`src/rtl/mocr_pkg.sv`:
```
`timescale 1ns/1ps
package mocr_pkg;
  // pipeline phase assignments inside one cell time
  localparam int unsigned PH_MASK   = 0;
  localparam int unsigned PH_LEVEL  = 1;
  localparam int unsigned PH_PPE_A  = 2;
  localparam int unsigned PH_PPE_B  = 3;
  localparam int unsigned PH_PPE_C  = 4;
  localparam int unsigned PH_GRANT  = 5;
  localparam int unsigned MIN_CELL_CYC = 6;
endpackage

```
`src/rtl/mocr_voq_count.sv`:
```
`timescale 1ns/1ps
module mocr_voq_count #(
  parameter int unsigned N_VOQ = 24,
  parameter int unsigned IDX_W = 5,
  parameter int unsigned CNT_W = 15
) (
  input  logic             clk,
  input  logic             rst_n,
  input  logic             arr_vld,
  input  logic [IDX_W-1:0] arr_idx,
  input  logic             dec_vld,
  input  logic [IDX_W-1:0] dec_idx,
  output logic [N_VOQ-1:0] req
);
  logic [CNT_W-1:0] cnt_q [N_VOQ];
  logic [CNT_W-1:0] cnt_d [N_VOQ];
  logic [N_VOQ-1:0] cnt_en;

  for (genvar j = 0; j < N_VOQ; j++) begin : g_entry
    logic inc, dec;
    always_comb begin
      inc       = arr_vld && (arr_idx == IDX_W'(j));
      dec       = dec_vld && (dec_idx == IDX_W'(j));
      cnt_en[j] = inc ^ dec;
      cnt_d[j]  = inc ? cnt_q[j] + 1'b1 : cnt_q[j] - 1'b1;
    end

    always_ff @(posedge clk or negedge rst_n) begin
      if (!rst_n)         cnt_q[j] <= '0;
      else if (cnt_en[j]) cnt_q[j] <= cnt_d[j];
    end

    assign req[j] = |cnt_q[j];
  end
endmodule

```
`src/rtl/mocr_min_level.sv`:
```
`timescale 1ns/1ps
module mocr_min_level #(
  parameter int unsigned N_VOQ = 24,
  parameter int unsigned LVL_W = 25
) (
  input  logic                   clk,
  input  logic                   rst_n,
  input  logic                   ld_mask,
  input  logic                   ld_cand,
  input  logic [N_VOQ-1:0]       elig,
  input  logic [N_VOQ*LVL_W-1:0] occ,
  output logic [N_VOQ-1:0]       cand
);
  logic [LVL_W-1:0] masked_q [N_VOQ];
  logic [LVL_W-1:0] masked_d [N_VOQ];
  logic [LVL_W-1:0] lvl_or;
  logic [LVL_W-1:0] lvl_pick;
  logic [N_VOQ-1:0] cand_d, cand_q;

  // stage 1: zero the occupancy rows of ineligible queues
  for (genvar j = 0; j < N_VOQ; j++) begin : g_mask
    always_comb masked_d[j] = elig[j] ? occ[j*LVL_W +: LVL_W] : '0;

    always_ff @(posedge clk or negedge rst_n) begin
      if (!rst_n)       masked_q[j] <= '0;
      else if (ld_mask) masked_q[j] <= masked_d[j];
    end
  end

  // stage 2: OR-reduce per level, isolate the lowest populated level
  always_comb begin
    lvl_or = '0;
    for (int j = 0; j < N_VOQ; j++) lvl_or = lvl_or | masked_q[j];
    lvl_pick = lvl_or & ((~lvl_or) + LVL_W'(1));
  end

  for (genvar j = 0; j < N_VOQ; j++) begin : g_cand
    assign cand_d[j] = |(masked_q[j] & lvl_pick);
  end

  always_ff @(posedge clk or negedge rst_n) begin
    if (!rst_n)       cand_q <= '0;
    else if (ld_cand) cand_q <= cand_d;
  end

  assign cand = cand_q;
endmodule

```
`src/rtl/mocr_rr_ppe.sv`:
```
`timescale 1ns/1ps
module mocr_rr_ppe #(
  parameter int unsigned N_VOQ = 24,
  parameter int unsigned IDX_W = 5
) (
  input  logic             clk,
  input  logic             rst_n,
  input  logic             en_a,
  input  logic             en_b,
  input  logic             en_c,
  input  logic [N_VOQ-1:0] req,
  input  logic [IDX_W-1:0] ptr,
  output logic             win_vld,
  output logic [IDX_W-1:0] win_idx
);
  // stage A: split requests at the pointer
  logic [N_VOQ-1:0] hi_d, hi_a, all_a;
  always_comb begin
    for (int j = 0; j < N_VOQ; j++) hi_d[j] = req[j] && (IDX_W'(j) >= ptr);
  end

  always_ff @(posedge clk or negedge rst_n) begin
    if (!rst_n) begin
      hi_a  <= '0;
      all_a <= '0;
    end else if (en_a) begin
      hi_a  <= hi_d;
      all_a <= req;
    end
  end

  // stage B: two plain priority encoders
  logic             hi_any_d, lo_any_d, hi_any_b, lo_any_b;
  logic [IDX_W-1:0] hi_idx_d, lo_idx_d, hi_idx_b, lo_idx_b;
  always_comb begin
    hi_any_d = 1'b0;
    hi_idx_d = '0;
    lo_any_d = 1'b0;
    lo_idx_d = '0;
    for (int j = N_VOQ - 1; j >= 0; j--) begin
      if (hi_a[j]) begin
        hi_any_d = 1'b1;
        hi_idx_d = IDX_W'(j);
      end
      if (all_a[j]) begin
        lo_any_d = 1'b1;
        lo_idx_d = IDX_W'(j);
      end
    end
  end

  always_ff @(posedge clk or negedge rst_n) begin
    if (!rst_n) begin
      hi_any_b <= 1'b0;
      lo_any_b <= 1'b0;
      hi_idx_b <= '0;
      lo_idx_b <= '0;
    end else if (en_b) begin
      hi_any_b <= hi_any_d;
      lo_any_b <= lo_any_d;
      hi_idx_b <= hi_idx_d;
      lo_idx_b <= lo_idx_d;
    end
  end

  // stage C: upper half wins, else wrap to the lowest request
  logic             win_vld_q;
  logic [IDX_W-1:0] win_idx_q, win_idx_d;
  always_comb win_idx_d = hi_any_b ? hi_idx_b : lo_idx_b;

  always_ff @(posedge clk or negedge rst_n) begin
    if (!rst_n) begin
      win_vld_q <= 1'b0;
      win_idx_q <= '0;
    end else if (en_c) begin
      win_vld_q <= lo_any_b;
      win_idx_q <= win_idx_d;
    end
  end

  assign win_vld = win_vld_q;
  assign win_idx = win_idx_q;
endmodule

```
`src/rtl/mocr_input_arbiter.sv`:
```
`timescale 1ns/1ps
module mocr_input_arbiter #(
  parameter int unsigned N_VOQ    = 24,
  parameter int unsigned CNT_W    = 15,
  parameter int unsigned CELL_CYC = 8
) (
  input  logic                            clk,
  input  logic                            rst_n,
  input  logic                            arr_vld,
  input  logic [$clog2(N_VOQ)-1:0]        arr_idx,
  input  logic [N_VOQ-1:0]                xp_free,
  input  logic [N_VOQ*(N_VOQ+1)-1:0]      col_occ,
  output logic                            gnt_vld,
  output logic [$clog2(N_VOQ)-1:0]        gnt_idx
);
  import mocr_pkg::*;

  localparam int unsigned IDX_W = $clog2(N_VOQ);
  localparam int unsigned LVL_W = N_VOQ + 1;
  localparam int unsigned PH_W  = $clog2(CELL_CYC);

  // cell-time phase counter
  logic [PH_W-1:0] phase_q, phase_d;
  always_comb phase_d = (phase_q == PH_W'(CELL_CYC - 1)) ? '0 : phase_q + 1'b1;

  always_ff @(posedge clk or negedge rst_n) begin
    if (!rst_n) phase_q <= '0;
    else        phase_q <= phase_d;
  end

  logic st_mask, st_level, st_a, st_b, st_c, st_grant;
  always_comb begin
    st_mask  = (phase_q == PH_W'(PH_MASK));
    st_level = (phase_q == PH_W'(PH_LEVEL));
    st_a     = (phase_q == PH_W'(PH_PPE_A));
    st_b     = (phase_q == PH_W'(PH_PPE_B));
    st_c     = (phase_q == PH_W'(PH_PPE_C));
    st_grant = (phase_q == PH_W'(PH_GRANT));
  end

  logic [N_VOQ-1:0] req_vec, elig_vec, cand_vec;
  logic             win_vld, gnt_fire;
  logic [IDX_W-1:0] win_idx;
  logic [IDX_W-1:0] rr_ptr_q, rr_ptr_d;

  assign elig_vec = req_vec & xp_free;
  assign gnt_fire = win_vld & st_grant;

  mocr_voq_count #(.N_VOQ(N_VOQ), .IDX_W(IDX_W), .CNT_W(CNT_W)) u_count (
    .clk(clk), .rst_n(rst_n),
    .arr_vld(arr_vld), .arr_idx(arr_idx),
    .dec_vld(gnt_fire), .dec_idx(win_idx),
    .req(req_vec)
  );

  mocr_min_level #(.N_VOQ(N_VOQ), .LVL_W(LVL_W)) u_level (
    .clk(clk), .rst_n(rst_n),
    .ld_mask(st_mask), .ld_cand(st_level),
    .elig(elig_vec), .occ(col_occ),
    .cand(cand_vec)
  );

  mocr_rr_ppe #(.N_VOQ(N_VOQ), .IDX_W(IDX_W)) u_ppe (
    .clk(clk), .rst_n(rst_n),
    .en_a(st_a), .en_b(st_b), .en_c(st_c),
    .req(cand_vec), .ptr(rr_ptr_q),
    .win_vld(win_vld), .win_idx(win_idx)
  );

  // rotating pointer: one past the last winner
  always_comb rr_ptr_d = (win_idx == IDX_W'(N_VOQ - 1)) ? '0 : win_idx + 1'b1;

  always_ff @(posedge clk or negedge rst_n) begin
    if (!rst_n)        rr_ptr_q <= '0;
    else if (gnt_fire) rr_ptr_q <= rr_ptr_d;
  end

  assign gnt_vld = gnt_fire;
  assign gnt_idx = gnt_fire ? win_idx : '0;
endmodule

```
`config.mk`:
```
export PLATFORM = sky130hd
export DESIGN_NAME = mocr_input_arbiter
export DESIGN_NICKNAME = d
export VERILOG_FILES = /design/src/rtl/mocr_pkg.sv /design/src/rtl/mocr_voq_count.sv /design/src/rtl/mocr_min_level.sv /design/src/rtl/mocr_rr_ppe.sv /design/src/rtl/mocr_input_arbiter.sv
export SDC_FILE = /design/constraint.sdc
export NUM_CORES = 2
export LEC_CHECK = 0
export BUFFER_PORTS_ARGS = -buffer_cell sky130_fd_sc_hd__buf_2
export CELL_PAD_IN_SITES_DETAIL_PLACEMENT = 1
export CELL_PAD_IN_SITES_GLOBAL_PLACEMENT = 1
export CORE_MARGIN = 2
export CORE_UTILIZATION = 35
export CTS_CLUSTER_DIAMETER = 150
export DETAILED_ROUTE_END_ITERATION = 10
export PLACE_DENSITY_LB_ADDON = 0.15
export SYNTH_ARGS = -nofsm -noshare
export SYNTH_HDL_FRONTEND = slang
export SYNTH_HIERARCHICAL = 1
export SYNTH_SLANG_ARGS = --single-unit
```
`constraint.sdc`:
```
create_clock -name clk -period 6.7 [get_ports clk]
set_input_delay 0.67 -clock clk [delete_from_list [all_inputs] [get_ports clk]]
set_output_delay 0.67 -clock clk [all_outputs]
set_load 0.02 [all_outputs]
```
==> flow_summary.ini <==
[outcome]
status = complete, no violations

[cells_and_area]
final_common_cell = dfrtp_1
utilization_pct = 40.9
area_growth_pct = 16.1
stdcell_area_mm2 = 0.0739
final_layout_size_suffix_gt1_share_pct = 13.9
nets = 8771
layout_common_cells = 1058 x dfrtp_1, 951 x o21ai_0, 748 x nand3_1, 738 x inv_1, 636 x buf_2

[global_routing]
gr-total-overflow = 0
track_usage_pct = 29.8
grt_max_degree = 198
antenna_found_initial = 65
grt_pass1_wl_um = 412000
grt_pass1_vias = 60703

[synthesis]
ys_seq_area_share_pct = 41.6
syn-num-nets = 8270
ys_seq_elements = 1058
synth_top_family_by_area = compound AO/OA/AOI/OAI gates
syn_avg_cell_area_um2 = 8.79
synth-main-ff-cell = dfrtp_1
yosys_warnings = 6
synth_cell_type_count = 107
synthSimpleGateAreaFrac_pct = 18.0
synth_cells = 7247
synth.top_cell.area_share_pct = 41.6
synth-edff-count = 0
synth_compound_gate_area_share_pct = 19.8
synth_area_leader_cell = dfrtp_1
synthTopCellsByArea = dfrtp_1 42%, o21ai_0 7.5%, ha_1 7.2%
synthMuxAreaShare_pct = 0.686
syn_area_mm2 = 0.0637
synth-xor-area-share_pct = 5.31
synth_fa_ha_area_share_pct = 7.96
async_flop_share_pct = 100

[floorplanning]
die_y_um = 431
io_pins = 638
die_area_mm2 = 0.185
die_width_um = 431
rows = 156
core_mm2 = 0.181
start_util_pct = 35.2

[placement]
pre_cts_ws_ns = 1.38
numPortBuffers = 637
gp_congestion = 1.03
placed_area_mm2 = 0.0693
dpl.hpwl_um = 221000

[setup_path]
cp_slowest_cell = nor4_1
crit_path_max_incr_delay_ns = 1.17
crit_end = u_level/cand[22]$_DFFE_PN0P_
cp.arrival_ns = 6.52
setup.worst_path.start = u_level/masked_q[283]$_DFFE_PN0P_
critPathLaunchType = flop
regToRegEndpoint = u_level/cand[22]$_DFFE_PN0P_
r2r_slack_ns = 0.91
reg2reg_from = u_level/masked_q[283]$_DFFE_PN0P_
crit_path_end_kind = flop
crit_type = flop to flop
cp_max_fo = 16
reg2regPathDepth = 9
required_ns = 7.43
crit_chain = nor4_1, nand4_1, nor4_2, nand2_1, or3_4, nor3_2, buf_4, a2111oi_0, a31oi_1

[sta]
setup-tns-final_ns = 0
slew_headroom_pct = 5.33
finalSetupViolations = 0
clock_skew_ns = 0.0461
fin_ws_ns = 0.912
worst_pin_slew_ns = 1.41
fmax_mhz = 173
rsz0062_at_grt = no
period_minus_slack_ns = 5.79
slew_viol_final = 0
fin_crit_sh_pct = 86.4
hold_viol = 0
hold_ws_ns = 0.108

[detailed_routing]
wl_um = 282000
via_per_inst = 5.80
wl_per_cell_um = 27.5
vias = 59414
dr.first_iter.drc_count = 5672
post-route-drc-count = 0
ant_nets = 0
drt_first_pass_iters = 8

[job]
max_cap_viol_count = 0

[cts]
post_cts_resized = 0
clk_latency_ns = 0.81
clock-sinks = 1058
cts_tree = done
cts_max_path_buffers = 3
clk_root_buffer_cell = clkbuf_16
htree_levels = 4
clk_pin_slew_ns = 0.07
cts_buffers = 136
cts_setup_buffers = 0

[worst_hold_path]
min_path_type = input port to flop

[power_and_ir_drop]
p_leak_nw = 32.3
peakVddDrop_mv = 0.229
powerDensity_mw_per_mm2 = 382
## metal layers
layer | GRT usage (%) | wire length [µm] | up-vias
met5 | 0 | 236 | -
met4 | 15.9 | 16500 | 36
met3 | 6.26 | 20100 | 657
met2 | 46.6 | 127000 | 2058
met1 | 38.6 | 119000 | 29691
li1 | - | - | 26972
## metrics by stage
step	instances	power, W
6_report	10245	0.0282
5_1_grt	10240	0.0303
4_1_cts	10226	0.0284
3_5_place_dp	9979	0.0207
3_3_place_gp	9978	0.0203
2_1_floorplan	7247	0.0175
## critical path, delay by kind of cell, from the launching register on
kind | cells | cell delay [ns]
AO/OA/AOI/OAI | 2 | 0.37
buffers and inverters | 1 | 0.33
flip-flops | 1 | 0.40
AND/OR/NAND/NOR | 6 | 4.59
## cell families after synthesis
logic type                 Yosys count
buffers and inverters             1103
muxes                               41
xor gates and xnor gates           381
and+or+nand+nor                   2215
DFF                               1058
adders and majority gates          391
AOI/OAI and AO/OA                 2058
## synthesized netlist by cell type (all sizes together), types with 28 or more instances
cell	n
a21oi	398
nor3	69
dfrtp	1058
and2	51
ha	367
or2	30
a21o	120
a222oi	45
inv	740
nor2	311
nor2b	47
clkbuf	301
nand4	88
xnor2	187
a31oi	84
nand2	422
a211oi	54
buf	61
o41a	28
a22oi	35
nor4	236
o21ai	965
o211ai	34
o2111ai	37
nand2b	73
and4	30
nand3	751
xor2	194
or3	29
## timing repair
item	4_1_cts	5_1_grt
setup endpoints to repair	0	0
hold buffers	1	0
endpoints found under the hold margin	63	0
## flip-flops by register name, summed over array words and instances, names as in the netlist
signal            cells
rr_ptr_q              5
u_ppe/hi_idx_b        5
u_ppe/win_vld         1
phase_q               3
u_level/cand         24
u_level/masked_q    600
u_ppe/lo_any_b        1
u_ppe/lo_idx_b        5
u_count/cnt_q       360
u_ppe/hi_a           24
u_ppe/win_idx         5
u_ppe/hi_any_b        1
u_ppe/all_a          24
## power breakdown
part / total, W / leakage, nW / internal, W / switching [W]
Sequential: 0.00916 / 13.3 / 0.00767 / 0.00149
Combinational: 0.0115 / 16.7 / 0.00506 / 0.00648
Clock: 0.00753 / 2.23 / 0.00437 / 0.00316
Total: 0.0282 / 32.3 / 0.0171 / 0.0111
## final cells by class
cell class / count / area, µm²
multi-input cells: 5086 / 33100
clock buffers: 200 / 4010
flip-flops and latches: 1058 / 26500
inverters: 741 / 2790
well taps: 2370 / 2970
diodes: 19 / 47.5
clock inverters: 46 / 528
fillers: 21192 / 107000
repair buffers: 725 / 4010
## worst min path at each step
stage	start	end	slack (ns)	depth (start not counted)
CTS	col_occ[547]	u_level/masked_q[72]$_DFFE_PN0P_	0.06	3
global route	col_occ[581]	u_level/masked_q[6]$_DFFE_PN0P_	0.1	3
finish	col_occ[106]	u_level/masked_q[481]$_DFFE_PN0P_	0.11	3
floorplan	rst_n	phase_q[0]$_DFF_PN0_	0.37	0
detailed placement	u_count/cnt_q[44]$_DFFE_PN0P_	u_count/cnt_q[44]$_DFFE_PN0P_	0.46	1
global placement	u_count/cnt_q[194]$_DFFE_PN0P_	u_count/cnt_q[194]$_DFFE_PN0P_	0.46	1
(Power assumes the default switching activity.)
